## src/rtl/bpred_pkg.sv

```systemverilog
package bpred_pkg;
  typedef enum logic [1:0] {
    CNT_SNT = 2'd0,
    CNT_WNT = 2'd1,
    CNT_WT  = 2'd2,
    CNT_ST  = 2'd3
  } ctr_t;
endpackage

```

## src/rtl/bp_static.sv

```systemverilog
module bp_static #(
  parameter int DISP_W = 16
) (
  input  logic              disp_sign,
  output logic              guess
);
  // Negative displacement means a backward branch, which is guessed taken.
  assign guess = disp_sign;
endmodule

```

## src/rtl/bp_ctr_update.sv

```systemverilog
module bp_ctr_update
  import bpred_pkg::*;
(
  input  ctr_t cur,
  input  logic hit,
  input  logic taken,
  output ctr_t nxt
);
  always_comb begin
    if (!hit)
      nxt = taken ? CNT_WT : CNT_WNT;
    else if (taken)
      nxt = (cur == CNT_ST) ? CNT_ST : ctr_t'(cur + 2'd1);
    else
      nxt = (cur == CNT_SNT) ? CNT_SNT : ctr_t'(cur - 2'd1);
  end
endmodule

```

## src/rtl/bp_table.sv

```systemverilog
module bp_table
  import bpred_pkg::*;
#(
  parameter int ENTRIES = 16,
  parameter int TAG_W   = 26,
  localparam int IDX_W  = $clog2(ENTRIES)
) (
  input  logic             clk,
  input  logic             rst,
  input  logic [IDX_W-1:0] ra_idx,
  output logic             ra_valid,
  output logic [TAG_W-1:0] ra_tag,
  output ctr_t             ra_cnt,
  input  logic [IDX_W-1:0] rb_idx,
  output logic             rb_valid,
  output logic [TAG_W-1:0] rb_tag,
  output ctr_t             rb_cnt,
  input  logic             we,
  input  logic [IDX_W-1:0] w_idx,
  input  logic [TAG_W-1:0] w_tag,
  input  ctr_t             w_cnt
);
  logic [ENTRIES-1:0] valid_q;
  logic [TAG_W-1:0]   tag_mem [ENTRIES];
  ctr_t               cnt_mem [ENTRIES];

  // Valid bits sit in flops so reset can clear them in one cycle.
  always_ff @(posedge clk) begin
    if (rst)
      valid_q <= '0;
    else if (we)
      valid_q[w_idx] <= 1'b1;
  end

  // Tag and counter storage has no reset, so it can map to distributed RAM.
  always_ff @(posedge clk) begin
    if (we && !rst) begin
      tag_mem[w_idx] <= w_tag;
      cnt_mem[w_idx] <= w_cnt;
    end
  end

  assign ra_valid = valid_q[ra_idx];
  assign ra_tag   = tag_mem[ra_idx];
  assign ra_cnt   = cnt_mem[ra_idx];
  assign rb_valid = valid_q[rb_idx];
  assign rb_tag   = tag_mem[rb_idx];
  assign rb_cnt   = cnt_mem[rb_idx];


  write_lands_chk: assert property (@(posedge clk) disable iff (rst)
    we |=> (valid_q[$past(w_idx)] && tag_mem[$past(w_idx)] == $past(w_tag)
            && cnt_mem[$past(w_idx)] == $past(w_cnt)));
endmodule

```

## src/rtl/tagged_2bit_bpred.sv

```systemverilog
module tagged_2bit_bpred
  import bpred_pkg::*;
#(
  parameter int ADDR_W   = 32,
  parameter int DISP_W   = 16,
  parameter int ENTRIES  = 16,
  parameter int WORD_OFF = 2,
  localparam int IDX_W   = $clog2(ENTRIES),
  localparam int TAG_W   = ADDR_W - WORD_OFF - IDX_W
) (
  input  logic              clk,
  input  logic              rst,
  input  logic [ADDR_W-1:0] lk_addr,
  input  logic [DISP_W-1:0] lk_disp,
  output logic              pred_taken,
  output logic              pred_hit,
  input  logic              rs_valid,
  input  logic [ADDR_W-1:0] rs_addr,
  input  logic              rs_taken
);
  logic [IDX_W-1:0] lk_idx, rs_idx;
  logic [TAG_W-1:0] lk_tag, rs_tag;
  logic             lk_v, rs_v;
  logic [TAG_W-1:0] lk_stag, rs_stag;
  ctr_t             lk_cnt, rs_cnt, upd_cnt;
  logic             rs_hit, static_guess;
  logic             unused_ok;

  assign lk_idx = lk_addr[WORD_OFF +: IDX_W];
  assign lk_tag = lk_addr[ADDR_W-1 -: TAG_W];
  assign rs_idx = rs_addr[WORD_OFF +: IDX_W];
  assign rs_tag = rs_addr[ADDR_W-1 -: TAG_W];
  assign unused_ok = ^{lk_disp[DISP_W-2:0], lk_addr[WORD_OFF-1:0], rs_addr[WORD_OFF-1:0]};

  bp_table #(.ENTRIES(ENTRIES), .TAG_W(TAG_W)) u_table (
    .clk(clk), .rst(rst),
    .ra_idx(lk_idx), .ra_valid(lk_v), .ra_tag(lk_stag), .ra_cnt(lk_cnt),
    .rb_idx(rs_idx), .rb_valid(rs_v), .rb_tag(rs_stag), .rb_cnt(rs_cnt),
    .we(rs_valid), .w_idx(rs_idx), .w_tag(rs_tag), .w_cnt(upd_cnt)
  );

  assign rs_hit = rs_v && (rs_stag == rs_tag);

  bp_ctr_update u_upd (
    .cur(rs_cnt), .hit(rs_hit), .taken(rs_taken), .nxt(upd_cnt)
  );

  bp_static #(.DISP_W(DISP_W)) u_static (
    .disp_sign(lk_disp[DISP_W-1]), .guess(static_guess)
  );

  always_comb begin
    pred_hit   = lk_v && (lk_stag == lk_tag);
    pred_taken = pred_hit ? lk_cnt[1] : static_guess;
  end


  rst_clears_chk: assert property (@(posedge clk) disable iff (rst)
    $past(rst) |-> !pred_hit);

  static_rule_chk: assert property (@(posedge clk) disable iff (rst)
    !pred_hit |-> (pred_taken == lk_disp[DISP_W-1]));

  sat_up_chk: assert property (@(posedge clk) disable iff (rst)
    (rs_valid && rs_hit && rs_taken) |-> (upd_cnt >= rs_cnt && upd_cnt != CNT_SNT));

  sat_dn_chk: assert property (@(posedge clk) disable iff (rst)
    (rs_valid && rs_hit && !rs_taken) |-> (upd_cnt <= rs_cnt && upd_cnt != CNT_ST));
endmodule

```

## config.mk

```make
export PLATFORM = sky130hd
export DESIGN_NAME = tagged_2bit_bpred
export DESIGN_NICKNAME = d
export VERILOG_FILES = /design/src/rtl/bpred_pkg.sv /design/src/rtl/bp_static.sv /design/src/rtl/bp_ctr_update.sv /design/src/rtl/bp_table.sv /design/src/rtl/tagged_2bit_bpred.sv
export SDC_FILE = /design/constraint.sdc
export NUM_CORES = 1
export LEC_CHECK = 0
export ABC_AREA = 1
export BUFFER_PORTS_ARGS = -buffer_cell sky130_fd_sc_hd__clkbuf_2
export CELL_PAD_IN_SITES_DETAIL_PLACEMENT = 1
export CELL_PAD_IN_SITES_GLOBAL_PLACEMENT = 1
export CORE_MARGIN = 4
export CORE_UTILIZATION = 40
export CTS_CLUSTER_SIZE = 28
export DETAILED_ROUTE_END_ITERATION = 8
export MAX_ROUTING_LAYER = met4
export PLACE_DENSITY = 0.69
export SETUP_SLACK_MARGIN = 0.05
export SYNTH_ARGS = -nofsm -noshare
export SYNTH_HDL_FRONTEND = slang
export SYNTH_SLANG_ARGS = --single-unit
```

## constraint.sdc

```tcl
create_clock -name clk -period 4.23 [get_ports clk]
set_input_delay 0.2115 -clock clk [delete_from_list [all_inputs] [get_ports clk]]
set_output_delay 0.2115 -clock clk [all_outputs]
set_load 0.01 [all_outputs]
```

==> Word level (Yosys, flattened, before mapping) <==
Memory sizes are Yosys's and may differ from the RTL's.
Cells that the tools add are included.
Widths: inputs -> output; s select.
{ "classes": {"n_eq_ne": 3, "n_reduce_logical": 6, "order_cmp": 3, "add_sub_neg": 2, "n_mux": 14, "bitwise_logic": 1} }
{ "op_table": {"columns": ["op", "n"], "rows": [
  ["$eq 26x26->1", 2],
  ["$or 16x16->16", 1],
  ["$lt 4x5->1 const B", 2],
  ["$mux 2", 5],
  ["$bmux 1 s4", 2],
  ["$mux 1", 6],
  ["$demux 1 s4", 1],
  ["$ge 4x1->1 const B", 1],
  ["$logic_and 1x1->1", 4],
  ["$add 2x1->2 const B", 1],
  ["$eq 2x2->1 const B", 1],
  ["$logic_not 2->1", 1],
  ["$sub 2x1->2 const B", 1],
  ["$logic_not 1->1", 1]
]} }
{ "word_totals": {"reg_bits": 16, "ram_bits": 448, "output_inout_bits": 2, "word_cells": 32, "inputBits": 84, "memories": 2} }
{ "mem_list": {"columns": ["name", "words", "width", "rd", "rd_ports_with_merged_regs", "write_ports", "line", "text"], "rows": [
  ["u_table.tag_mem", 16, 26, 2, 0, 1, "bp_table.sv:24", "logic [TAG_W-1:0] tag_mem [ENTRIES];"],
  ["u_table.cnt_mem", 16, 2, 2, 0, 1, "bp_table.sv:25", "ctr_t cnt_mem [ENTRIES];"]
]} }

==> Depth between registers and ports, before layout <==
{ "depth": {"ltp_word": 5, "ltp_mapped": 21, "ltp_nobuf": 18} }

==> Modules after synthesis <==
From an unflattened synthesis, not the netlist that was laid out.
{ "unflattened": {"hier_cells": 3209, "area_unflattened_um2": 25709.7} }
{ "modules_own_cells": {"columns": ["module", "cells_per_inst", "instances", "area_per_inst_um2", "seq_area_each_um2"], "rows": [
  ["bp_table", 2972, 1, 24689.9, 13773.2],
  ["tagged_2bit_bpred", 223, 1, 959.7, 0.0],
  ["bp_ctr_update", 13, 1, 52.6, 0.0],
  ["bp_static", 1, 1, 7.5, 0.0]
]} }

==> Worst setup path after synthesis <==
OpenSTA, ideal clock, no wires.
{ "synth_timing": {"kind": "input-to-reg", "from": "in rs_addr[3]", "to": "mem u_table.cnt_mem[0][0] (netlist bit), enable pin", "path_buffers": 2, "required_time_ns": 3.817, "setup_slack_ns": 1.619, "path_stages": 5, "arrival_ns": 2.198, "cell_sequence": "buf_4 nor2_2 clkbuf_1 nand2_1 nor2_1"} }
{ "synth_lines": {"columns": ["element", "line", "text"], "rows": [
  ["start, declared", "tagged_2bit_bpred.sv:18", "input logic [ADDR_W-1:0] rs_addr,"],
  ["end, declared", "bp_table.sv:25", null]
]} }
Straight into the memory's write port.

==> Worst setup path in the final report <==
{ "layout_timing": {"from": "in lk_addr[2]", "to": "out pred_taken"} }
{ "layout_between": {"elab_chain_len": 4, "word_cells_on_any_way": 7, "classes_between": "eq/ne: 1; mux: 3; reduce/logical: 1; memory: 2"} }
{ "layout_rtl": {"columns": ["element", "line", "text"], "rows": [
  ["start, declared", "tagged_2bit_bpred.sv:13", "input logic [ADDR_W-1:0] lk_addr,"],
  ["$mem_v2 16x26 / $bmux 1 s4 (equally long branches)", null, null],
  ["$eq 26x26->1 / $mux 1 (equally long branches)", "tagged_2bit_bpred.sv:53, bp_table.sv:43", null],
  ["$logic_and 1x1->1", "tagged_2bit_bpred.sv:53", "pred_hit = lk_v && (lk_stag == lk_tag);"],
  ["$mux 1 *", "tagged_2bit_bpred.sv:54", "pred_taken = pred_hit ? lk_cnt[1] : static_guess;"],
  ["end, declared", "tagged_2bit_bpred.sv:15", "output logic pred_taken,"]
]} }
Every way passes the cells marked *; elsewhere a longest branch is shown, timed or not. The select of a mux whose other input is x is not followed.

==> flow_metrics.tcl <==
set metrics [dict create \
    status "complete, no violations" \
    tightest_slew_ps 962 \
    use_met3_pct 4.18 \
    antenna_found_initial 3 \
    syn_inst 2857 \
    cp_max_fo 54 \
    row_count 89 \
    yosysSeqAreaShare_pct 57.0 \
    final_common_cell "nand2_1" \
    drtIter0Drc 2153 \
    initial_core_util_pct 40.6 \
    period_needed_ps 3250 \
    syn_area_per_cell_um2 8.46 \
    final.setup_skew_ps 30.8 \
    path_clk_slew_ps 60 \
    die_h_um 254 \
    cts.repair.resized 0 \
    grt_overflow 0 \
    setup_viol 0 \
    postRouteAntennaNets 0 \
    cts_buffers 54 \
    die_width_um 254 \
    h-tree-depth 2 \
    most-common-layout-cells "1,120 x nand2_1, 448 x edfxtp_1, 282 x nor2_1" \
    track_usage_pct 29.1 \
    cts_tree "done" \
    power_leakage_uw 0.0111 \
    fmax_mhz 307 \
    tns_ps 0 \
    globalplace.congestion 0.813 \
    worstSetupPathType "primary input to output pin" \
    nets 2972 \
    fin_crit_sh_pct 76.9 \
    slew-limit-headroom_pct 35.8 \
    holdCritPathClass "primary input to flip-flop" \
    cts_setup_buffers 0 \
    grt_setup_unrepaired "no" \
    portBuffers 66 \
    clock_sinks 464 \
    vias 21300 \
    synth-seq-cells 464 \
    place_hpwl_um 53800 \
    synth_nets 2941 \
    wire_per_inst_um 24.9 \
    area_growth_pct 11.9 \
    core_area_um2 59500 \
    grt_pass1_vias 22100 \
    io_pins 86 \
    design.die.area_um2 64400 \
    cp.arrival_ps 3040 \
    via_per_inst 5.75 \
    clockRootBuffer "clkbuf_16" \
    busiest_layer "met2" \
    netlist-cell-type-count 31 \
    cts_buffer_depth 3 \
    drc 0 \
    drv_slew 0 \
    drive_above_1_share_pct 8.09 \
    fillers 7052 \
    first_pass_iters 7 \
    ctsHoldBuffers 0 \
    start_kind "primary input" \
    grt_pass1_wl_um 136000 \
    cp-end-kind "output pin" \
    clock_latency_ps 620 \
    maxCapViolations 0 \
    grt_max_degree 147 \
    hold_viol 0 \
    yosysWarnings 0 \
    powerDensity_nw_per_um2 395 \
    timing.hold.ws_ps 51.4 \
    required_ps 4020 \
    grtUsageMet2_pct 48.3 \
    irDropWorstVdd_uv 302 \
    synth_area_um2 24200 \
    routed_wl_um 92300 \
    use_met1_pct 37.8 \
]
==> cells by family after synthesis <==
logic type / Yosys count / synth area share, %
buffers and inverters: 352 / 6.72
and+or+nand+nor: 1648 / 27.0
DFF: 464 / 57.0
AOI/OAI and AO/OA: 393 / 9.29
==> synthesized netlist by cell type <==
cell      instances  share of area [%]
inv_2             6              0.093
nor2_2            3              0.078
o21bai_1          3              0.093
buf_4            24               0.75
o21ai_1          31               0.64
nand3b_1          5               0.16
inv_4             2              0.052
nand2_1        1120                 17
clkinv_1          2              0.031
buf_6            16               0.75
nand4_1           5               0.13
nor2_1          299                4.6
buf_1            11               0.17
a21oi_1          48               0.99
nor2_8            1              0.083
nand3_1         199                4.1
clkbuf_1         43               0.67
inv_1           177                2.7
nor3_1            9               0.19
nor3b_1           1              0.031
a22oi_1          16               0.50
or2_2             3              0.078
dfxtp_1          16                1.3
o21ai_0         191                4.0
nand2_4           1              0.047
nand2_2           2              0.052
o22ai_1          26               0.67
edfxtp_1        448                 56
buf_2            71                1.5
o221ai_1          2              0.072
o211ai_1         76                2.4
==> flip-flops by register name, indices dropped and copies added (netlist names) <==
register	flops
u_table.tag_mem	416
u_table.cnt_mem	32
u_table.valid_q	16
==> path summary, 6_finish.rpt <==
| path | start | endpoint | slack [ps] | cells past startpoint |
|---|---|---|---|---|
| worst max-delay path | lk_addr[2] | pred_taken | 980 | 18 |
| worst min-delay path | rs_addr[29] | u_table.tag_mem[10][23]$_DFFE_PP_ | 50 | 1 |
| worst max register to register | u_table.tag_mem[7][15]$_DFFE_PP_ | u_table.cnt_mem[10][0]$_DFFE_PP_ | 1550 | 17 |
| worst min register to register | u_table.valid_q[10]$_SDFFE_PP0P_ | u_table.valid_q[10]$_SDFFE_PP0P_ | 500 | 2 |
==> cell type report <==
class / count / area (um^2) / share of cell area (%)
clock buffer: 70 / 1430 / 5.30
inverter: 187 / 714 / 2.64
clock inverter: 27 / 163 / 0.601
sequential: 464 / 13800 / 50.9
tap: 773 / 967 / 3.58
antenna: 3 / 7.51 / 0.0278
multi-input combinational: 2041 / 8900 / 32.9
timing repair buffer: 140 / 1090 / 4.03
==> where the power goes <==
| part | internal (uW) | switching (uW) |
|---|---|---|
| logic | 317 | 873 |
| clock network | 2480 | 1890 |
| registers | 5100 | 24.5 |
==> worst max-delay path, stage by stage <==
cell and delay (ps):
buf_8 190, inv_4 380, buf_12 350, nor2_1 80, nor2_1 80, o21ai_0 80, nand3_1 90, nand3_1 90
nand3_1 270, nand2_1 80, nor2_1 250, nand2_1 100, nor2_1 130, nand2_1 190, nor2_2 150, nand2_1 60
nand2_1 60, clkbuf_2 120
==> stage by stage <==
stage	area [um^2]	cells	power (uW)	util (%)	worst slack (ps)
2_1_floorplan	24200	2857	5910	-	1620
3_3_place_gp	25400	3605	6350	42.8	803
3_5_place_dp	25400	3605	6390	42.8	675
4_1_cts	27000	3702	10700	45.5	1000
5_1_grt	27100	3705	11000	45.5	780
6_report	27100	3705	10700	45.5	978
==> layer usage <==
| metal | vias up | wire length, um |
|---|---|---|
| li1 | 9568 | - |
| met1 | 10800 | 39100 |
| met2 | 803 | 44500 |
| met3 | 166 | 6170 |
| met4 | 0 | 2480 |
| met5 | - | 0 |
Note: power is estimated with default switching activity, not from simulation.
